File: src/rtl/rtg_pkg.sv
package rtg_pkg;

  typedef enum logic [3:0] {
    A_CTRL   = 4'd0,
    A_HTOT   = 4'd1,
    A_HACT   = 4'd2,
    A_HSS    = 4'd3,
    A_HSE    = 4'd4,
    A_VTOT   = 4'd5,
    A_VACT   = 4'd6,
    A_VSS    = 4'd7,
    A_VSE    = 4'd8,
    A_EARLY  = 4'd9,
    A_SYNC   = 4'd10,
    A_DISP   = 4'd11,
    A_ORIGIN = 4'd12
  } reg_addr_e;

  // timing slots; slot i lives at address i+1
  localparam int NUM_TIMING = 9;
  localparam int T_HTOT  = 0;
  localparam int T_HACT  = 1;
  localparam int T_HSS   = 2;
  localparam int T_HSE   = 3;
  localparam int T_VTOT  = 4;
  localparam int T_VACT  = 5;
  localparam int T_VSS   = 6;
  localparam int T_VSE   = 7;
  localparam int T_EARLY = 8;

  // sync control bit positions
  localparam int SB_RGB   = 0;
  localparam int SB_OFF   = 1;
  localparam int SB_HINV  = 3;
  localparam int SB_VINV  = 4;
  localparam int SB_HOFF  = 5;
  localparam int SB_VOFF  = 6;
  localparam int SYNC_W   = 7;

  // window (start, end]
  function automatic logic in_window(input logic [15:0] cnt,
                                     input logic [15:0] start_v,
                                     input logic [15:0] end_v);
    return (cnt > start_v) && (cnt <= end_v);
  endfunction

  function automatic logic pin_level(input logic on, input logic inv);
    return on ^ inv;
  endfunction

endpackage

File: src/rtl/rtg_regs.sv
module rtg_regs
  import rtg_pkg::*;
#(
  parameter int CNT_W = 12,
  parameter int ORG_W = 16
) (
  input  logic             clk,
  input  logic             rst_n,
  input  logic             wr_en,
  input  logic [3:0]       wr_addr,
  input  logic [31:0]      wr_data,
  input  logic             frame_end,
  output logic             ctrl_en,
  output logic             ctrl_refresh,
  output logic [CNT_W-1:0] live_t [NUM_TIMING],
  output logic [SYNC_W-1:0] sync_ctl,
  output logic             disp_off,
  output logic [ORG_W-1:0] org_x,
  output logic [ORG_W-1:0] org_y
);

  localparam int XLSB = 16;

  logic [CNT_W-1:0] stage_t [NUM_TIMING];
  wire load_live = !ctrl_en || frame_end;
  wire origin_ok = (wr_data[XLSB+2:XLSB] == 3'd0);

  genvar gi;
  generate
    for (gi = 0; gi < NUM_TIMING; gi++) begin : g_slot
      wire hit = wr_en && (wr_addr == 4'(gi + 1));
      always_ff @(posedge clk) begin
        if (!rst_n) begin
          stage_t[gi] <= '0;
          live_t[gi]  <= '0;
        end else begin
          if (hit)       stage_t[gi] <= wr_data[CNT_W-1:0];
          if (load_live) live_t[gi]  <= stage_t[gi];
        end
      end

      AST_LIVE_HOLDS: assert property (@(posedge clk) disable iff (!rst_n)
        (ctrl_en && !frame_end) |=> (live_t[gi] == $past(live_t[gi])));
    end
  endgenerate

  always_ff @(posedge clk) begin
    if (!rst_n) begin
      ctrl_en      <= 1'b0;
      ctrl_refresh <= 1'b0;
      sync_ctl     <= '0;
      disp_off     <= 1'b0;
      org_x        <= '0;
      org_y        <= '0;
    end else if (wr_en) begin
      case (wr_addr)
        A_CTRL: begin
          ctrl_en      <= wr_data[0];
          ctrl_refresh <= wr_data[1];
        end
        A_SYNC:  sync_ctl <= wr_data[SYNC_W-1:0];
        A_DISP:  disp_off <= wr_data[1];
        A_ORIGIN: if (origin_ok) begin
          org_x <= wr_data[XLSB +: ORG_W];
          org_y <= wr_data[ORG_W-1:0];
        end
        default: ;
      endcase
    end
  end

  AST_ORIGIN_ALIGNED: assert property (@(posedge clk) disable iff (!rst_n)
    org_x[2:0] == 3'd0);

endmodule

File: src/rtl/rtg_counter.sv
module rtg_counter #(
  parameter int CNT_W = 12
) (
  input  logic             clk,
  input  logic             rst_n,
  input  logic             en,
  input  logic [CNT_W-1:0] htot,
  input  logic [CNT_W-1:0] vtot,
  output logic [CNT_W-1:0] h_cnt,
  output logic [CNT_W-1:0] v_cnt,
  output logic             line_end,
  output logic             frame_end
);

  assign line_end  = en && (h_cnt == htot);
  assign frame_end = line_end && (v_cnt == vtot);

  always_ff @(posedge clk) begin
    if (!rst_n || !en) begin
      h_cnt <= '0;
      v_cnt <= '0;
    end else if (line_end) begin
      h_cnt <= '0;
      v_cnt <= frame_end ? '0 : v_cnt + CNT_W'(1);
    end else begin
      h_cnt <= h_cnt + CNT_W'(1);
    end
  end

  AST_HOLD_ZERO: assert property (@(posedge clk) disable iff (!rst_n)
    !en |=> (h_cnt == '0 && v_cnt == '0));
  AST_H_WRAP: assert property (@(posedge clk) disable iff (!rst_n)
    line_end |=> h_cnt == '0);
  AST_V_STEP: assert property (@(posedge clk) disable iff (!rst_n)
    (line_end && !frame_end) |=> v_cnt == $past(v_cnt) + CNT_W'(1));
  AST_H_STEP: assert property (@(posedge clk) disable iff (!rst_n)
    (en && !line_end) |=> h_cnt == $past(h_cnt) + CNT_W'(1));

endmodule

File: src/rtl/rtg_outputs.sv
module rtg_outputs
  import rtg_pkg::*;
#(
  parameter int CNT_W = 12,
  parameter int ORG_W = 16
) (
  input  logic              clk,
  input  logic              rst_n,
  input  logic              en,
  input  logic              refresh,
  input  logic [CNT_W-1:0]  h_cnt,
  input  logic [CNT_W-1:0]  v_cnt,
  input  logic [CNT_W-1:0]  live_t [NUM_TIMING],
  input  logic [SYNC_W-1:0] sync_ctl,
  input  logic              disp_off,
  input  logic [ORG_W-1:0]  org_x,
  input  logic [ORG_W-1:0]  org_y,
  output logic              active,
  output logic              video_on,
  output logic              hsync,
  output logic              vsync,
  output logic              rgb_sync,
  output logic              prefetch,
  output logic [ORG_W-1:0]  fetch_x,
  output logic [ORG_W-1:0]  fetch_y
);

  logic h_raw, v_raw, h_on, v_on;

  always_comb begin
    h_raw = en && in_window(16'(h_cnt), 16'(live_t[T_HSS]), 16'(live_t[T_HSE]));
    v_raw = en && in_window(16'(v_cnt), 16'(live_t[T_VSS]), 16'(live_t[T_VSE]));
    h_on  = h_raw && !sync_ctl[SB_OFF] && !sync_ctl[SB_HOFF];
    v_on  = v_raw && !sync_ctl[SB_OFF] && !sync_ctl[SB_VOFF];
    hsync    = pin_level(h_on, sync_ctl[SB_HINV]);
    vsync    = pin_level(v_on, sync_ctl[SB_VINV]);
    rgb_sync = sync_ctl[SB_RGB] && (h_on || v_on);
    active   = en && refresh && (h_cnt <= live_t[T_HACT]) && (v_cnt <= live_t[T_VACT]);
    video_on = active && !disp_off;
    prefetch = en && (h_cnt == live_t[T_EARLY]);
    fetch_x  = org_x + ORG_W'(h_cnt);
    fetch_y  = org_y + ORG_W'(v_cnt);
  end

  AST_VIDEO_NEEDS_ACTIVE: assert property (@(posedge clk) disable iff (!rst_n)
    video_on |-> active);
  AST_SYNC_ALL_OFF: assert property (@(posedge clk) disable iff (!rst_n)
    sync_ctl[SB_OFF] |-> (hsync == sync_ctl[SB_HINV] && vsync == sync_ctl[SB_VINV]));
  AST_PREFETCH_RUN: assert property (@(posedge clk) disable iff (!rst_n)
    prefetch |-> en);
  AST_RGB_NEEDS_FLAG: assert property (@(posedge clk) disable iff (!rst_n)
    rgb_sync |-> sync_ctl[SB_RGB]);

endmodule

File: src/rtl/raster_timing_gen.sv
module raster_timing_gen
  import rtg_pkg::*;
#(
  parameter int CNT_W = 12,
  parameter int ORG_W = 16
) (
  input  logic             clk,
  input  logic             rst_n,
  input  logic             wr_en,
  input  logic [3:0]       wr_addr,
  input  logic [31:0]      wr_data,
  output logic [CNT_W-1:0] h_count,
  output logic [CNT_W-1:0] v_count,
  output logic             active,
  output logic             video_on,
  output logic             hsync,
  output logic             vsync,
  output logic             rgb_sync,
  output logic             prefetch,
  output logic [ORG_W-1:0] fetch_x,
  output logic [ORG_W-1:0] fetch_y
);

  logic              ctrl_en, ctrl_refresh, disp_off;
  logic [CNT_W-1:0]  live_t [NUM_TIMING];
  logic [SYNC_W-1:0] sync_ctl;
  logic [ORG_W-1:0]  org_x, org_y;
  logic              line_end, frame_end;

  rtg_regs #(.CNT_W(CNT_W), .ORG_W(ORG_W)) u_regs (
    .clk(clk), .rst_n(rst_n), .wr_en(wr_en), .wr_addr(wr_addr), .wr_data(wr_data),
    .frame_end(frame_end), .ctrl_en(ctrl_en), .ctrl_refresh(ctrl_refresh),
    .live_t(live_t), .sync_ctl(sync_ctl), .disp_off(disp_off),
    .org_x(org_x), .org_y(org_y)
  );

  rtg_counter #(.CNT_W(CNT_W)) u_cnt (
    .clk(clk), .rst_n(rst_n), .en(ctrl_en),
    .htot(live_t[T_HTOT]), .vtot(live_t[T_VTOT]),
    .h_cnt(h_count), .v_cnt(v_count), .line_end(line_end), .frame_end(frame_end)
  );

  rtg_outputs #(.CNT_W(CNT_W), .ORG_W(ORG_W)) u_out (
    .clk(clk), .rst_n(rst_n), .en(ctrl_en), .refresh(ctrl_refresh),
    .h_cnt(h_count), .v_cnt(v_count), .live_t(live_t), .sync_ctl(sync_ctl),
    .disp_off(disp_off), .org_x(org_x), .org_y(org_y),
    .active(active), .video_on(video_on), .hsync(hsync), .vsync(vsync),
    .rgb_sync(rgb_sync), .prefetch(prefetch), .fetch_x(fetch_x), .fetch_y(fetch_y)
  );

  AST_FRAME_WRAP: assert property (@(posedge clk) disable iff (!rst_n)
    frame_end |=> (h_count == '0 && v_count == '0));

endmodule

File: config.mk
export PLATFORM = sky130hd
export DESIGN_NAME = raster_timing_gen
export DESIGN_NICKNAME = d
export VERILOG_FILES = /design/src/rtl/rtg_pkg.sv /design/src/rtl/rtg_regs.sv /design/src/rtl/rtg_counter.sv /design/src/rtl/rtg_outputs.sv /design/src/rtl/raster_timing_gen.sv
export SDC_FILE = /design/constraint.sdc
export NUM_CORES = 1
export LEC_CHECK = 0
export BUFFER_PORTS_ARGS = -buffer_cell sky130_fd_sc_hd__clkbuf_2
export CAP_MARGIN = 25
export CORE_AREA = 2 2 206 208
export CTS_BUF_LIST = sky130_fd_sc_hd__clkbuf_16
export CTS_CLUSTER_SIZE = 16
export DETAILED_ROUTE_END_ITERATION = 16
export DIE_AREA = 0 0 208 210
export PLACE_DENSITY_LB_ADDON = 0.25
export REMOVE_ABC_BUFFERS = 1
export SKIP_LAST_GASP = 1
export SYNTH_ARGS = -nofsm -noshare
export SYNTH_HDL_FRONTEND = slang
export SYNTH_HIERARCHICAL = 1
export SYNTH_SLANG_ARGS = --single-unit
File: constraint.sdc
create_clock -name clk -period 5.8 [get_ports clk]
set_input_delay 0.58 -clock clk [delete_from_list [all_inputs] [get_ports clk]]
set_output_delay 0.58 -clock clk [all_outputs]
set_load 0.005 [all_outputs]
==> flow_summary.ini <==
[run_status]
outcome = completed

[floorplanning]
die_w_um = 208
row_count = 75
fp.coreArea_um2 = 41480
die_h_um = 210
initial_core_util = 0.3454
ios = 101
fp.dieArea_um2 = 43680

[cells_and_area]
layout-drive-gt1-share = 0.1190
syn_to_final_growth_pct = 13.68
final_net_count = 1710

[worst_hold_path]
hold_depth = 3
min_to = u_regs/org_x[12]
min_from = wr_data[28]
hold_path.class = input pin to flop

[timing]
rsz0062_at_grt = no
finalHoldViolations = 0
holdWs_ns = 0.2230
setup_viol = 0
min_period_ns = 3.886
fin_tns_setup_ns = 0
slew_viol_final = 0
tightest_slew_ns = 0.9986
max-slew-margin-rel = 0.3302
finalCritPeriodShare = 0.6699
clock_skew_ns = 0.01888
max_freq_ghz = 0.2574

[critical_path]
critPathKind = flop to output pin
path_cells = ha_1 -> a21o_1 -> nand3_1 -> a21oi_1 -> a2111oi_0 -> o211ai_1 -> xnor2_1 -> clkbuf_2
worst_path_max_delay_cell = dfxtp_1
crit_path_start_kind = flop
reg2regPathDepth = 9
cp_slowest_stage_delay_ns = 0.81
worstReg2RegStart = u_cnt/h_cnt[5]
arrival_ns = 3.31
crit_fanout = 10
required_ns = 5.22
rrSetupSlack_ns = 2.30
cp-end-kind = output pin
r2r_end = u_regs/live_t[89]

[flow_run]
maxCapViolations = 0

[route]
drt-initial-drc-count = 702
first_pass_iters = 5
postRouteAntennaNets = 0
drc = 0
vias = 10570
drt_wl_total_um = 39370
vias_per_cell = 4.950
post_drt_wl_per_cell_um = 18.43

[global_route]
grt_max_degree = 74
grt_pass1_wl_um = 60710
antenna_found_initial = 2
grt-ovfl-total = 0
grt_pass1_vias = 10420
grt_use_total = 0.1788

[clock_tree]
h-tree-depth = 1
cts_num_sinks = 281
cts_made_buffers = 31
tritoncts = yes
insertion_delay_ns = 0.58
postCtsSetupBuffers = 0
cts_root_buf = clkbuf_16
clk_pin_slew_ns = 0.07
ctsHoldBuffers = 0
cts_resized = 0
cts.path.max_buffers = 3

[pwr]
power.density_nw_per_um2 = 258.4
finalPower_mw = 4.208
power.leakage_nw = 6.778
ir_drop_mv = 0.1907

[yosys]
netlist_area_um2 = 14330
synth_area_per_cell_um2 = 9.673
synthCells = 1481
yosysWarnings = 6

[place]
io_buffer_count = 100
gp_congestion = 0.8126
hpwl_um = 25820
## flip-flops by register name (all words and copies together) (netlist names)
signal	flops
u_regs/org_x	16
u_regs/sync_ctl	6
u_regs/org_y	16
u_cnt/h_cnt	12
u_regs/ctrl_en	1
u_cnt/v_cnt	12
u_regs/stage_t	108
u_regs/ctrl_refresh	1
u_regs/disp_off	1
u_regs/live_t	108
## power by group
group / leakage (nW) / internal [mW] / switching (mW) / total, mW
clock: 0.478 / 0.964 / 0.810 / 1.77
sequential: 2.46 / 2.14 / 0.0383 / 2.18
combinational: 3.84 / 0.0942 / 0.163 / 0.257
## per-stage QoR
step,utilization,setup slack (ns),instances,area (um^2)
detailed placement,0.3707,2.283,2076,15380
global placement,0.3704,2.424,2074,15360
global route,0.3926,1.718,2135,16280
finish,0.3926,1.914,2136,16290
CTS,0.3924,1.898,2134,16280
floorplan,-,0.9518,1419,14040
## layout make-up
cell class / count / area [um^2]
fillers: 4158 / 25190
multi-input cells: 1046 / 7013
flip-flops and latches: 281 / 6706
clock buffers: 31 / 775.7
well taps: 539 / 674.4
repair buffers: 119 / 645.6
inverters: 92 / 345.3
clock inverters: 27 / 122.6
diodes: 1 / 2.502
## placed cells by master, fill, tap and decap left out, types with 12 or more instances in the layout
| master | instances |
|---|---|
| nand4_1 | 19 |
| nand2_1 | 310 |
| nand3_1 | 20 |
| dfxtp_1 | 173 |
| mux2i_1 | 37 |
| nor2b_1 | 14 |
| xnor2_1 | 55 |
| clkbuf_16 | 31 |
| ha_1 | 98 |
| edfxtp_1 | 108 |
| a21boi_0 | 109 |
| nor2_1 | 38 |
| inv_1 | 102 |
| o21ai_1 | 12 |
| clkbuf_2 | 99 |
| a21o_1 | 17 |
| and2_1 | 113 |
| buf_4 | 20 |
| and3_1 | 13 |
| a21oi_1 | 36 |
| o21ai_0 | 21 |
## worst max-delay path: cells and delay by family, from the launching register on
family | cells | cell delay, ns
simple gates | 1 | 0.07
compound gates | 4 | 0.89
fa+ha+maj | 1 | 0.38
flops | 1 | 0.81
buf+inv | 1 | 0.18
xor+xnor | 1 | 0.39
## routing by layer
layer	global-route usage	wire, um	vias up
li1	-	-	5236
met1	0.2342	17790	5062
met2	0.3014	18510	213
met3	0.02667	1868	62
met4	0.06261	1207	0
met5	0	0	-
## worst max-delay path by stage
stage                         startpoint           endpoint  cells after the start  slack [ns]
after CTS                 u_cnt/h_cnt[1]              hsync                      8        1.90
after global placement    u_cnt/h_cnt[6]  u_regs/live_t[11]                      9        2.42
after floorplan           u_cnt/h_cnt[6]   u_regs/live_t[0]                      8        0.95
after global routing      u_cnt/h_cnt[1]           rgb_sync                      8        1.72
after detailed placement  u_cnt/h_cnt[7]  u_regs/live_t[64]                      9        2.28
final                     u_cnt/h_cnt[5]              hsync                      8        1.91
Power figures use the tool's default switching activity.
